[config.mk]
export PLATFORM = sky130hd
export DESIGN_NAME = ulpi_regseq
export DESIGN_NICKNAME = d
export VERILOG_FILES = /design/src/rtl/ulpi_regseq_pkg.sv /design/src/rtl/ulpi_regseq_enc.sv /design/src/rtl/ulpi_regseq_own.sv /design/src/rtl/ulpi_regseq_fsm.sv /design/src/rtl/ulpi_regseq.sv
export SDC_FILE = /design/constraint.sdc
export NUM_CORES = 1
export LEC_CHECK = 0
export ABC_AREA = 1
export BUFFER_PORTS_ARGS = -buffer_cell sky130_fd_sc_hd__buf_4
export CAP_MARGIN = 5
export CORE_MARGIN = 3
export CORE_UTILIZATION = 40
export CTS_BUF_LIST = sky130_fd_sc_hd__clkbuf_4 sky130_fd_sc_hd__clkbuf_8
export DETAILED_ROUTE_END_ITERATION = 12
export PLACE_DENSITY = 0.64
export SLEW_MARGIN = 20
export SYNTH_ARGS = -nofsm -noshare
export SYNTH_HDL_FRONTEND = slang
export SYNTH_SLANG_ARGS = --single-unit
[constraint.sdc]
create_clock -name clk -period 2.2 [get_ports clk]
set_input_delay 0.44 -clock clk [delete_from_list [all_inputs] [get_ports clk]]
set_output_delay 0.44 -clock clk [all_outputs]
set_load 0.005 [all_outputs]
[src/rtl/ulpi_regseq_pkg.sv]
package ulpi_regseq_pkg;
  localparam int BYTE_W  = 8;
  localparam int OPC_W   = 2;
  localparam int SHORT_W = BYTE_W - OPC_W;
  localparam int IDX_W   = 2;

  localparam logic [OPC_W-1:0] OPC_WRITE = 2'b10;
  localparam logic [OPC_W-1:0] OPC_READ  = 2'b11;

  typedef enum logic [2:0] {
    ST_IDLE,
    ST_SEND,
    ST_HOLD,
    ST_RD_WAIT,
    ST_RD_CAP,
    ST_RD_END,
    ST_STOP,
    ST_RESP
  } seq_state_e;

  typedef struct packed {
    logic              rd;
    logic [BYTE_W-1:0] addr;
    logic [BYTE_W-1:0] wdata;
  } access_t;
endpackage

[src/rtl/ulpi_regseq_enc.sv]
module ulpi_regseq_enc
  import ulpi_regseq_pkg::*;
#(
  parameter logic [SHORT_W-1:0] EXT_CODE = 6'h2F
) (
  input  access_t           acc,
  input  logic [IDX_W-1:0]  idx,
  output logic [BYTE_W-1:0] tx_byte,
  output logic              last
);
  localparam logic [BYTE_W-1:0] EXT_LIMIT = {{OPC_W{1'b0}}, EXT_CODE};

  logic              ext;
  logic [IDX_W-1:0]  last_idx;
  logic [BYTE_W-1:0] cmd_byte;

  always_comb begin
    ext      = (acc.addr >= EXT_LIMIT);
    cmd_byte = {acc.rd ? OPC_READ : OPC_WRITE,
                ext ? EXT_CODE : acc.addr[SHORT_W-1:0]};
    last_idx = {{(IDX_W-1){1'b0}}, ext} + {{(IDX_W-1){1'b0}}, ~acc.rd};
    last     = (idx == last_idx);
    unique case (idx)
      2'd0:    tx_byte = cmd_byte;
      2'd1:    tx_byte = ext ? acc.addr : acc.wdata;
      default: tx_byte = acc.wdata;
    endcase
  end
endmodule

[src/rtl/ulpi_regseq_own.sv]
module ulpi_regseq_own (
  input  logic clk,
  input  logic rst_n,
  input  logic dir,
  output logic own
);
  logic dir_q;

  always_ff @(posedge clk or negedge rst_n) begin
    if (!rst_n) dir_q <= 1'b0;
    else        dir_q <= dir;
  end

  assign own = ~dir & ~dir_q;
endmodule

[src/rtl/ulpi_regseq_fsm.sv]
module ulpi_regseq_fsm
  import ulpi_regseq_pkg::*;
(
  input  logic             clk,
  input  logic             rst_n,
  input  logic             req_fire,
  input  logic             rd,
  input  logic             last,
  input  logic             nxt,
  input  logic             dir,
  input  logic             own,
  input  logic             rsp_ready,
  output seq_state_e       state,
  output logic [IDX_W-1:0] idx
);
  seq_state_e       state_n;
  logic [IDX_W-1:0] idx_n;

  always_comb begin
    state_n = state;
    idx_n   = idx;
    unique case (state)
      ST_IDLE: if (req_fire) begin
        state_n = ST_SEND;
        idx_n   = '0;
      end
      ST_SEND: begin
        if (dir) begin
          state_n = ST_HOLD;
          idx_n   = '0;
        end else if (nxt) begin
          if (last) state_n = rd ? ST_RD_WAIT : ST_STOP;
          else      idx_n   = idx + 1'b1;
        end
      end
      ST_HOLD:    if (own) state_n = ST_SEND;
      ST_RD_WAIT: if (dir) state_n = ST_RD_CAP;
      ST_RD_CAP:  state_n = ST_RD_END;
      ST_RD_END:  if (!dir) state_n = ST_RESP;
      ST_STOP:    state_n = ST_RESP;
      ST_RESP:    if (rsp_ready) state_n = ST_IDLE;
      default:    state_n = ST_IDLE;
    endcase
  end

  always_ff @(posedge clk or negedge rst_n) begin
    if (!rst_n) begin
      state <= ST_IDLE;
      idx   <= '0;
    end else begin
      state <= state_n;
      idx   <= idx_n;
    end
  end
endmodule

[src/rtl/ulpi_regseq.sv]
module ulpi_regseq
  import ulpi_regseq_pkg::*;
#(
  parameter logic [SHORT_W-1:0] EXT_CODE = 6'h2F
) (
  input  logic              clk,
  input  logic              rst_n,
  input  logic              req_valid,
  output logic              req_ready,
  input  logic              req_rd,
  input  logic [BYTE_W-1:0] req_addr,
  input  logic [BYTE_W-1:0] req_wdata,
  output logic              rsp_valid,
  input  logic              rsp_ready,
  output logic [BYTE_W-1:0] rsp_rdata,
  input  logic              ulpi_dir,
  input  logic              ulpi_nxt,
  input  logic [BYTE_W-1:0] ulpi_data_i,
  output logic [BYTE_W-1:0] ulpi_data_o,
  output logic              ulpi_data_oe,
  output logic              ulpi_stp
);
  seq_state_e        state;
  logic [IDX_W-1:0]  idx;
  logic              own;
  logic              req_fire;
  logic              last;
  logic [BYTE_W-1:0] tx_byte;
  access_t           acc;
  logic [BYTE_W-1:0] rdata_q;

  ulpi_regseq_own u_own (
    .clk   (clk),
    .rst_n (rst_n),
    .dir   (ulpi_dir),
    .own   (own)
  );

  ulpi_regseq_enc #(.EXT_CODE(EXT_CODE)) u_enc (
    .acc     (acc),
    .idx     (idx),
    .tx_byte (tx_byte),
    .last    (last)
  );

  ulpi_regseq_fsm u_fsm (
    .clk       (clk),
    .rst_n     (rst_n),
    .req_fire  (req_fire),
    .rd        (acc.rd),
    .last      (last),
    .nxt       (ulpi_nxt),
    .dir       (ulpi_dir),
    .own       (own),
    .rsp_ready (rsp_ready),
    .state     (state),
    .idx       (idx)
  );

  assign req_ready = (state == ST_IDLE) && own;
  assign req_fire  = req_valid && req_ready;

  // request capture and read data register
  always_ff @(posedge clk or negedge rst_n) begin
    if (!rst_n) begin
      acc     <= '0;
      rdata_q <= '0;
    end else if (req_fire) begin
      acc     <= '{rd: req_rd, addr: req_addr, wdata: req_wdata};
      rdata_q <= '0;
    end else if (state == ST_RD_CAP) begin
      rdata_q <= ulpi_data_i;
    end
  end

  assign ulpi_data_o  = (state == ST_SEND) ? tx_byte : '0;
  assign ulpi_data_oe = own;
  assign ulpi_stp     = (state == ST_STOP);
  assign rsp_valid    = (state == ST_RESP);
  assign rsp_rdata    = rdata_q;
endmodule

-- After elaboration in Yosys (flattened, before gate mapping)
Cells that the tools add are included.
- $add $sub $neg: 2
- $lt $le $gt $ge: 1
- eq/ne operators: 17
- mux-type cells: 22
- bitwise gates (word level): 4
- reductions and logical operators: 8
- operator list (kind ; number):
    8-bit 2-to-1 mux ; 4
    3-bit 2-to-1 mux ; 9
    3-bit case mux with 8 select lines ; 1
    8-bit case mux with 2 select lines ; 1
    3-bit equality test, second input constant ; 4
    3-bit inequality test, second input constant ; 3
    8-bit by 6-bit >= comparator with 1-bit output, second input constant ; 1
    2-bit 2-to-1 mux ; 4
    2-bit inequality test, second input constant ; 4
    7-bit AND reduction ; 1
    3-bit by 2-bit equality test with 1-bit output, second input constant ; 2
    6-bit 2-to-1 mux ; 1
    2-bit case mux with 2 select lines ; 1
    4-bit AND reduction ; 1
    2-bit nonzero test ; 2
    3-bit by 1-bit equality test with 1-bit output, second input constant ; 1
    3-bit zero test ; 1
    1-bit inverter ; 3
    1-bit by 1-bit adder with 2-bit output ; 1
    2-bit by 1-bit adder with 2-bit output, second input constant ; 1
    2-bit by 1-bit equality test with 1-bit output, second input constant ; 1
    2-bit equality test ; 1
    1-bit logical AND ; 2
    2-bit zero test ; 1
    3 further kinds ; 3
- register bits after elaboration: 31
- bits of input ports: 31
- output and inout bits: 20
- word-level logic and storage cells: 61

-- Logic depth before layout (Yosys ltp)
- depth in word-level cells: 7
- depth in mapped cells: 13
- depth with buffers taken out: 13

-- Modules after synthesis
Synthesis repeated with hierarchy kept, for this count alone.
- cell total of the unflattened synthesis: 316
- area, all modules: 2094.5 um2
- modules (own cells, without submodules) (module ; instances ; cells an instance ; area an instance (um2) ; seq. area each (um2)):
    ulpi_regseq ; 1 ; 154 ; 1208.7 ; 625.6
    ulpi_regseq_enc ; 1 ; 90 ; 436.7 ; 0.0
    ulpi_regseq_fsm ; 1 ; 70 ; 420.4 ; 125.1
    ulpi_regseq_own ; 1 ; 2 ; 28.8 ; 25.0

-- Worst setup path before layout
No wires, ideal clock.
- path type: reg2reg
- start: register, netlist name acc[15]
- end: register u_fsm.state[0]
- library setup time: 118 ps
- arrival time: 1710 ps
- required time: 2082 ps
- path slack: 372 ps
- cell stages (with the launch flop): 13
- buffers on the path: 0
- clock period less this slack: 1828 ps
- cells stage by stage: dfrtp_1 > inv_1 > nand2_1 > nor2_1 > nand2_1 > nand2_1 > ha_1 > xnor2_1 > nand3_1 > nand2_1 > nand3_1 > nand2_1 > nand2_1
- longest elaborated chain between the ends: 5
- ends and longest elaborated chain (item ; RTL line ; RTL):
    8-bit by 6-bit >= comparator with 1-bit output ; ulpi_regseq_enc.sv:18 ; ext = (acc.addr >= EXT_LIMIT);
    1-bit by 1-bit adder with 2-bit output ; ulpi_regseq_enc.sv:21 ; last_idx = {{(IDX_W-1){1'b0}}, ext} + {{(IDX_W-1){1'b0}}, ~acc.rd};
    2-bit equality test ; ulpi_regseq_enc.sv:22 ; last = (idx == last_idx);
    3-bit inequality test (no source line) ; n/a ;
    7-bit AND reduction (no source line) ; n/a ;
    end signal: assignment ; ulpi_regseq_fsm.sv:51 ; state <= state_n;
    end: declaration ; ulpi_regseq_fsm.sv:13 ; output seq_state_e state,
Every way passes these cells.
A chain may end at the register's enable or synchronous reset.

-- Worst setup path after layout
- start: register u_fsm.idx[1]
- end: output ulpi_data_o[5]
- longest elaborated chain between the ends: 3
- ends and longest elaborated chain (item ; RTL line ; RTL):
    start: declaration ; ulpi_regseq_fsm.sv:14 ; output logic [IDX_W-1:0] idx
    start signal: assignment ; ulpi_regseq_fsm.sv:52 ; idx <= idx_n;
    2-bit by 1-bit equality test with 1-bit output or 2-bit zero test (tied branches) ; ulpi_regseq_enc.sv:23 ; unique case (idx)
    8-bit case mux with 2 select lines (*) ; ulpi_regseq_enc.sv:23 ;
    8-bit 2-to-1 mux (*) ; ulpi_regseq.sv:76 ; assign ulpi_data_o = (state == ST_SEND) ? tx_byte : '0;
    end: declaration ; ulpi_regseq.sv:19 ; output logic [BYTE_W-1:0] ulpi_data_o,
Mark *: on every way between the ends. The rest lies on a longest branch, timed or not.

==> results_dict.tcl <==
set metrics [dict create \
    finalSetupTns_ns 0 \
    multi_input_area_sq_um 912 \
    leakage_uw 0.00139 \
    cts_root_buf "clkbuf_8" \
    core_area_sq_mm 0.00447 \
    power_uw 3230 \
    io-pin-count 51 \
    grt_antenna_before_repair 0 \
    drtAntennaViolNets 0 \
    syn_area_per_cell_sq_um 7.15 \
    clock_sinks 31 \
    period_share_pct 95.9 \
    hp-class "in -> async" \
    final.fill_count 430 \
    clk_pin_slew_ns 0.06 \
    grt-ovfl-total 0 \
    grt_max_degree 32 \
    netlist_area_sq_mm 0.00191 \
    critPathMaxStageDelay_ns 0.40 \
    routabilityCongestion 0.904 \
    io_buffers 50 \
    routed_wl_microns 4580 \
    final_util_pct 55.5 \
    grt_pass1_vias 1890 \
    cp_cell_sequence "inv_1, ha_2, nor2_2, inv_2, o21ai_0, a21oi_1, buf_4" \
    grt_pass1_wl_microns 7910 \
    path_class "reg -> out" \
    start_util_pct 42.7 \
    cp_top_family "flip-flops" \
    yosys_register_bits 31 \
    fin_crit_ns 2.11 \
    via_count 1846 \
    p_per_area_mw_per_mm2 1300 \
    final-seq-area_sq_um 777 \
    antenna_cells 0 \
    place_area_sq_mm 0.00233 \
    synthCells 267 \
    first_pass_iters 4 \
    num_rows 24 \
    ys_warn_count 0 \
    die_w_microns 75.1 \
    ir_drop_mv 0.578 \
    vias_per_cell 4.91 \
    status "complete, no violations" \
    maxSlewHeadroom_pct 72.9 \
    critPathRequiredTime_ns 1.76 \
    cts_buffers 5 \
    cts-htree-levels 2 \
    clkLatencyLatePin_ns 0.29 \
    ys.flop_type "dfrtp_1" \
    crit_path_start_kind "flop" \
    layout-drive-gt1-share_pct 26.5 \
    r2r_end "u_fsm.state[2]" \
    cts_tree "yes" \
    fmax_mhz 474 \
    skew_ns 0.00520 \
    grt_usage_pct 18.3 \
    async_flop_share_pct 100 \
    synth_fp_nets 301 \
    reg2reg_depth 11 \
    fp.dieArea_sq_mm 0.00564 \
    yosysUniqueCellTypes 24 \
    arrival_ns 1.67 \
    drv_cap 0 \
    rsz0062_at_grt "true" \
    final_cell_area_sq_mm 0.00248 \
    hold_viol_final 0 \
    regToRegSetupSlack_ns 0.23 \
    die_h_microns 75.1 \
    slowest_stage "dfrtp_1" \
    clk_path_buf_depth 2 \
    path_max_fanout 8 \
    hpwlAfterDp_microns 3470 \
    drt-wirelength-per-cell_microns 12.2 \
    critPathBufInv 3 \
    ys_seq_area_share_pct 40.6 \
    rr_startpoint "acc[15]" \
    slew_viol_final 0 \
    area_delta_synth_final_pct 30.1 \
    setup_viol 0 \
    layout.nets 357 \
    worst_slew_pin_slew_ns 0.404 \
    drc 0 \
    drt_iter0_drc 101 \
    hold_buffers 0 \
    crit_path_end_kind "output port" \
    synth_edf_count 0 \
]
-- worst max-delay path by stage --
stage                       from        endpoint  slack [ns]  cells after the start
floorplan                acc[15]  u_fsm.state[0]        0.37                     12
global placement         acc[15]  u_fsm.state[2]        0.19                     12
detailed placement       acc[15]  u_fsm.state[2]        0.11                     12
CTS                      acc[15]  ulpi_data_o[6]      0.0008                     10
global route        u_fsm.idx[0]  ulpi_data_o[5]       -0.05                      7
finish              u_fsm.idx[1]  ulpi_data_o[5]        0.09                      7
-- synth_stat cells (all sizes together) (3+ instances only) --
cell type | number | area [sq um]
nand2 | 77 | 304
inv | 51 | 191
dfrtp | 31 | 776
nand3 | 24 | 120
nor2 | 24 | 105
a21oi | 21 | 113
o21a | 8 | 60.1
o21ai | 8 | 40.0
nand4 | 7 | 43.8
buf | 5 | 52.6
ha | 3 | 37.5
-- sequential cells by signal (all words and copies together) (netlist names) --
signal       count
u_fsm.state      3
u_own.dir_q      1
u_fsm.idx        2
acc             17
rsp_rdata        8
-- report_power, final --
| group | internal (uW) | leakage, uW | switching, uW |
|---|---|---|---|
| Sequential | 835 | 0.000362 | 201 |
| Combinational | 712 | 0.000964 | 890 |
| Clock | 366 | 0.0000612 | 225 |
| Total | 1910 | 0.00139 | 1320 |
-- layout make-up --
cell class | instances | share of cell area (%)
Sequential cell | 31 | 31.3
Clock buffer | 6 | 3.32
Tap cell | 52 | 2.62
Clock inverter | 2 | 1.41
Multi-Input combinational cell | 178 | 36.7
Inverter | 51 | 7.71
Timing Repair Buffer | 56 | 16.9
-- layout by cell type (no fill, tap or decap) --
master and n:
nand2_1 70, buf_4 56, inv_1 46, dfrtp_1 30
nand3_1 24, nor2_1 21, a21oi_1 19, o21a_1 8
nand4_1 7, o21ai_0 6, clkbuf_8 6, inv_2 5
nand2_2 5, nand2_4 2, nor2_4 2, a21oi_2 2
xnor2_1 2, o21ai_1 2, nor2_2 1, a22oi_1 1
nor3_4 1, o211ai_1 1, nor3_2 1, ha_1 1
ha_4 1, ha_2 1, clkinv_2 1, bufinv_16 1
dfrtp_2 1
-- logic make-up (layout without fill, tap and decap cells) --
| family | after synthesis | in the layout | share of synthesized area (%) |
|---|---|---|---|
| xor gates and xnor gates | 2 | 2 | 0.918 |
| DFF | 31 | 31 | 40.6 |
| and+or+nand+nor | 134 | 134 | 31.4 |
| adders and majority gates | 3 | 3 | 1.97 |
| AOI/OAI and AO/OA | 39 | 39 | 11.9 |
| buffers and inverters | 58 | 115 | 13.2 |
-- timing repair --
| item | 4_1_cts | 5_1_grt |
|---|---|---|
| setup endpoints to repair | 3 | 13 |
| setup buffers | 1 | 0 |
| gates resized for setup | 2 | 8 |
-- stage by stage --
| step | worst slack (ns) | hold WS, ns | cells |
|---|---|---|---|
| after CTS | 0.000832 | 0.0933 | 376 |
| after floorplan | 0.372 | 0.144 | 267 |
| after detailed placement | 0.108 | 0.406 | 367 |
| final | 0.0896 | 0.0809 | 376 |
| after global routing | -0.0469 | 0.114 | 376 |
| after global placement | 0.190 | 0.402 | 367 |
-- metal layers --
layer	routed length, microns	track usage [%]	vias to the layer above
li1	-	-	941
met1	2070	22.3	844
met2	2110	30.4	50
met3	285	4.41	11
met4	108	8.89	0
met5	0	0	-
Power figures use the tool's default switching activity.
